===== config.mk =====
export PLATFORM = sky130hd
export DESIGN_NAME = pixshift_accel
export DESIGN_NICKNAME = d
export VERILOG_FILES = /design/src/rtl/pxa_pkg.sv /design/src/rtl/pxa_masker.sv /design/src/rtl/pxa_shifter.sv /design/src/rtl/pxa_regif.sv /design/src/rtl/pixshift_accel.sv
export SDC_FILE = /design/constraint.sdc
export NUM_CORES = 1
export LEC_CHECK = 0
export BUFFER_PORTS_ARGS = -buffer_cell sky130_fd_sc_hd__buf_2
export CORE_ASPECT_RATIO = 0.9
export CORE_UTILIZATION = 46
export DETAILED_ROUTE_END_ITERATION = 10
export PLACE_DENSITY = 0.75
export SYNTH_ARGS = -nofsm -noshare
export SYNTH_HDL_FRONTEND = slang
export SYNTH_HIERARCHICAL = 1
export SYNTH_SLANG_ARGS = --single-unit

===== constraint.sdc =====
create_clock -name clk -period 2.41 [get_ports clk]
set_clock_uncertainty 0.1 [all_clocks]
set_input_delay 0.3615 -clock clk [delete_from_list [all_inputs] [get_ports clk]]
set_output_delay 0.3615 -clock clk [all_outputs]
set_load 0.02 [all_outputs]

===== src/rtl/pxa_pkg.sv =====
package pxa_pkg;
  localparam int IDX_W     = 3;
  localparam int IDX_SRC   = 0;
  localparam int IDX_CNT   = 1;
  localparam int IDX_SMASK = 2;
  localparam int IDX_SPILL = 3;
  localparam int IDX_MGEN  = 4;

  typedef struct packed {
    logic ld_src;
    logic ld_cnt;
    logic ld_mgen;
  } pxa_wr_t;
endpackage


===== src/rtl/pxa_masker.sv =====
module pxa_masker #(
  parameter int WORD_W = 32,
  parameter int PIX_W  = 4
) (
  input  logic              clk,
  input  logic              rst,
  input  logic              en,
  input  logic [WORD_W-1:0] din,
  output logic [WORD_W-1:0] dout
);
  localparam int NPIX = WORD_W / PIX_W;

  logic [WORD_W-1:0] mask_c;

  for (genvar p = 0; p < NPIX; p++) begin : g_pix
    assign mask_c[p*PIX_W +: PIX_W] = {PIX_W{|din[p*PIX_W +: PIX_W]}};
  end

  always_ff @(posedge clk) begin
    if (rst)     dout <= '0;
    else if (en) dout <= mask_c;
  end
endmodule


===== src/rtl/pxa_shifter.sv =====
module pxa_shifter #(
  parameter int WORD_W = 32,
  parameter int PIX_W  = 4,
  parameter int CNT_W  = $clog2(WORD_W / PIX_W)
) (
  input  logic              clk,
  input  logic              rst,
  input  logic              ld_src,
  input  logic              ld_cnt,
  input  logic [WORD_W-1:0] wdata,
  output logic [WORD_W-1:0] src_q,
  output logic [CNT_W-1:0]  cnt_q,
  output logic              go_q,
  output logic              done_q,
  output logic [WORD_W-1:0] shifted_q,
  output logic [WORD_W-1:0] spill_q
);
  localparam int DBL_W = 2 * WORD_W;

  logic [DBL_W-1:0] wide_c;

  assign wide_c = {src_q, {WORD_W{1'b0}}} >> (PIX_W * int'(cnt_q));

  always_ff @(posedge clk) begin
    if (rst) begin
      src_q <= '0;
      cnt_q <= '0;
      go_q  <= 1'b0;
    end else begin
      go_q <= ld_cnt;
      if (ld_src) begin
        src_q <= wdata;
        cnt_q <= '0;
      end else if (ld_cnt) begin
        cnt_q <= wdata[CNT_W-1:0];
      end
    end
  end

  always_ff @(posedge clk) begin
    if (rst) begin
      shifted_q <= '0;
      spill_q   <= '0;
      done_q    <= 1'b0;
    end else begin
      done_q <= go_q;
      if (go_q) begin
        shifted_q <= wide_c[DBL_W-1:WORD_W];
        spill_q   <= wide_c[WORD_W-1:0];
      end
    end
  end
endmodule


===== src/rtl/pxa_regif.sv =====
module pxa_regif
  import pxa_pkg::*;
#(
  parameter int WORD_W = 32
) (
  input  logic [IDX_W-1:0]  reg_idx,
  input  logic              wr_en,
  input  logic [WORD_W-1:0] shifted,
  input  logic [WORD_W-1:0] smask,
  input  logic [WORD_W-1:0] spill,
  input  logic [WORD_W-1:0] mgen,
  output pxa_wr_t           wr,
  output logic [WORD_W-1:0] rd_data
);
  always_comb begin
    wr.ld_src  = wr_en && (int'(reg_idx) == IDX_SRC);
    wr.ld_cnt  = wr_en && (int'(reg_idx) == IDX_CNT);
    wr.ld_mgen = wr_en && (int'(reg_idx) == IDX_MGEN);
  end

  always_comb begin
    case (int'(reg_idx))
      IDX_SRC:   rd_data = shifted;
      IDX_SMASK: rd_data = smask;
      IDX_SPILL: rd_data = spill;
      IDX_MGEN:  rd_data = mgen;
      default:   rd_data = '1;
    endcase
  end
endmodule


===== src/rtl/pixshift_accel.sv =====
module pixshift_accel
  import pxa_pkg::*;
#(
  parameter int WORD_W = 32,
  parameter int PIX_W  = 4
) (
  input  logic              clk,
  input  logic              rst,
  input  logic [IDX_W-1:0]  reg_idx,
  input  logic              wr_en,
  input  logic [WORD_W-1:0] wr_data,
  output logic [WORD_W-1:0] rd_data,
  output logic              busy
);
  localparam int CNT_W = $clog2(WORD_W / PIX_W);

  pxa_wr_t           wr;
  logic [WORD_W-1:0] src_q, shifted_q, spill_q, smask_q, mg_in_q, mgen_q;
  logic [CNT_W-1:0]  cnt_q;
  logic              go_q, done_q, mg_v_q;

  pxa_regif #(.WORD_W(WORD_W)) u_regif (
    .reg_idx(reg_idx), .wr_en(wr_en), .shifted(shifted_q), .smask(smask_q),
    .spill(spill_q), .mgen(mgen_q), .wr(wr), .rd_data(rd_data)
  );

  pxa_shifter #(.WORD_W(WORD_W), .PIX_W(PIX_W), .CNT_W(CNT_W)) u_shift (
    .clk(clk), .rst(rst), .ld_src(wr.ld_src), .ld_cnt(wr.ld_cnt),
    .wdata(wr_data), .src_q(src_q), .cnt_q(cnt_q), .go_q(go_q),
    .done_q(done_q), .shifted_q(shifted_q), .spill_q(spill_q)
  );

  pxa_masker #(.WORD_W(WORD_W), .PIX_W(PIX_W)) u_smask (
    .clk(clk), .rst(rst), .en(done_q), .din(shifted_q), .dout(smask_q)
  );

  always_ff @(posedge clk) begin
    if (rst) begin
      mg_in_q <= '0;
      mg_v_q  <= 1'b0;
    end else begin
      mg_v_q <= wr.ld_mgen;
      if (wr.ld_mgen) mg_in_q <= wr_data;
    end
  end

  pxa_masker #(.WORD_W(WORD_W), .PIX_W(PIX_W)) u_mgen (
    .clk(clk), .rst(rst), .en(mg_v_q), .din(mg_in_q), .dout(mgen_q)
  );

  assign busy = go_q | done_q | mg_v_q;
endmodule


==> reports/results.txt <==
Synthesis-stage register bit count -> 146
Fin Setup TNS -> 0 ns
Max cap viols -> 0
Cell Area, Placed -> 8330 sq um
Critical-path cell list -> buf_2 > nor2_4 > a221oi_1 > buf_2
DRT iter0 DRCs -> 526
Area leader, netlist -> dfxtp_1
Rows -> 46
Synth Flop Type -> dfxtp_1
Max stage delay on crit path -> 0.80 ns
GR Util All Layers -> 23.9%
Post-CTS resize count -> 0
Layout overhead on the synthesized area -> 6.45%
Setup-failing EPs final -> 0
Power Density -> 624 nW/um^2
Initial antenna violation count -> 0
Top cells by area, synth -> dfxtp_1, mux2i_1, nor2_1
Fin crit period -> 2.18 ns
Layout cells sized above 1 -> 26.1%
Type of the worst min-delay path -> in -> reg
Mapped Cells -> 871
Maximum vdd ir drop -> 0.494 mV
Drt wl/cell -> 19.5 um
Data required, critical path -> 1.95 ns
Largest net degree at the start of global routing -> 51
Clock root buffer -> clkbuf_16
Final period utilization -> 90.4%
CP most frequent cell -> buf_2
Fin worst setup slack -> 0.231 ns
Post-synth EDFFs -> 0
Setup Buffers After CTS -> 0
Mapped Area -> 8340 sq um
CP Capture Type -> primary output
Placer Congestion -> 1.01
Final Util -> 50.2%
Net total in the final layout -> 894
Vias/cell -> 5.76
Vias in the first global route -> 5908
Global-route wire length before repair -> 33.4 mm
Worst-margin pin slew -> 1.03 ns
Fmax -> 459 MHz
DR DRC count -> 0
Die W -> 144 um
CP delay by family, top -> simple AND/OR/NAND/NOR gates
Status -> complete, no violations
Async SR Flop Fraction -> 0%
Startpoint type of the worst setup path -> input port
Syn avg cell area -> 9.58 sq um
Routed wire length -> 21.6 mm
Drt first pass iters -> 5
Antenna Cells -> 0
Crit path max fanout -> 32
H-tree Lvls -> 4
Post-cts hold buffer count -> 0
Pre-CTS setup slack -> 0.191 ns
RSZ-0062 raised after global routing -> false
CTS tree -> built
CTS buffer count -> 17
Count leader, synth -> nor2_1
I/O Buffers -> 70
Reg area -> 2920 sq um
Final Hold Viols -> 0
Post-DP HPWL -> 15.9 mm
Netlist cell types -> 49
Die span in y -> 130 um
CP bufs+invs -> 2
Slew HR -> 30.9%
Core box area -> 17700 sq um
Reg clk slew, reported paths -> 0.06 ns
Leakage -> 0.00317 uW
Clock latency on the worst-skew pair -> 0.42 ns
Gr ovfl total -> 0
Area of the multi-input gates -> 4460 sq um
Top cells by count, synth -> nor2_1, dfxtp_1, mux2i_1
Worst Path Class, Setup -> in -> out
Synth top area share -> 35.0%
Final instance area -> 8880 sq um
Initial Utilization -> 47.2%
I/O pins -> 71
Sinks on the clock net -> 146
Seq/Total Area, Yosys -> 35.0%
Slowest CP cell -> nor2_4
Max Slew Vio Count -> 0
Fillers -> 1648
Die area -> 18700 sq um
Longest Clk Path Bufs -> 2
Yosys warning total -> 6
Post-route antenna net violation count -> 0
Critical path arrival -> 1.72 ns
Via count -> 6371
placed cells by master (no fill, tap or decap), drive strengths merged, types with 6 or more instances in the layout:
master	netlist	layout
o211ai	12	12
nand2	27	27
and4bb	28	28
nor2b	15	15
buf	108	97
nor2	159	159
a22oi	33	33
nor4	16	16
a211oi	25	25
a2bb2oi	6	6
a31oi	12	12
a21oi	25	25
a22o	7	7
nor3	7	7
mux2i	124	124
a221oi	33	33
o22ai	7	7
clkbuf	26	24
mux2	23	23
dfxtp	146	146
registers in the layout (all words and copies together) (netlist names):
name,count
mg_in_q,32
mg_v_q,1
u_mgen/dout,8
u_shift/cnt_q,3
u_shift/done_q,1
u_shift/go_q,1
u_shift/shifted_q,32
u_shift/spill_q,28
u_shift/src_q,32
u_smask/dout,8
worst register-to-register path, delay by kind of cell (launching register included):
| kind | cells | cell delay [ns] |
|---|---|---|
| compound gates | 3 | 0.72 |
| buf+inv | 1 | 0.24 |
| flops | 1 | 0.46 |
| simple gates | 1 | 0.32 |
layout make-up:
class	count	area share [%]
clock inverter	6	0.620
inverter	4	0.169
tap	240	3.38
multi-input combinational	590	50.2
sequential	146	32.9
clock buffer	24	5.54
timing repair buffer	97	7.13
logic make-up after synthesis:
kind of cell    synth area share [%]
flops                           35.0
compound gates                  17.9
buf+inv                         11.8
other cells                   0.0450
simple gates                    17.2
mux                             18.1
per-layer routing:
metal / global-route usage, % / part of all wire, % / vias to the layer above / wire (um)
met5: 0 / 0 / - / 0
met4: 7.57 / 1.6 / 0 / 346
met3: 6.31 / 8.0 / 23 / 1730
met2: 35.3 / 43 / 252 / 9200
met1: 33.7 / 48 / 3001 / 10300
li1: - / - / 3095 / -
path summary, 6_finish.rpt:
kind	endpoint	cells after the start	from	slack, ns
worst min register to register	u_shift/shifted_q[19]	2	u_shift/shifted_q[19]	0.39
worst max-delay path	rd_data[14]	4	reg_idx[0]	0.23
worst min-delay path	mg_in_q[4]	3	wr_data[4]	0.1
worst max register to register	u_shift/shifted_q[6]	5	u_shift/cnt_q[0]	0.46
per-stage QoR:
stage	total power (uW)	hold slack (ns)	std cells
2_1_floorplan	3000	0.348	874
3_3_place_gp	3130	0.367	1077
3_5_place_dp	3140	0.384	1077
4_1_cts	5580	0.0833	1107
5_1_grt	5770	0.0920	1107
6_report	5540	0.0970	1107
power by group:
group / leakage, uW / internal (uW) / switching [uW]
logic: 0.00171 / 244 / 359
registers: 0.00118 / 2450 / 40.4
clock network: 0.000275 / 1510 / 943
total: 0.00317 / 4200 / 1340
(Power assumes the default switching activity.)
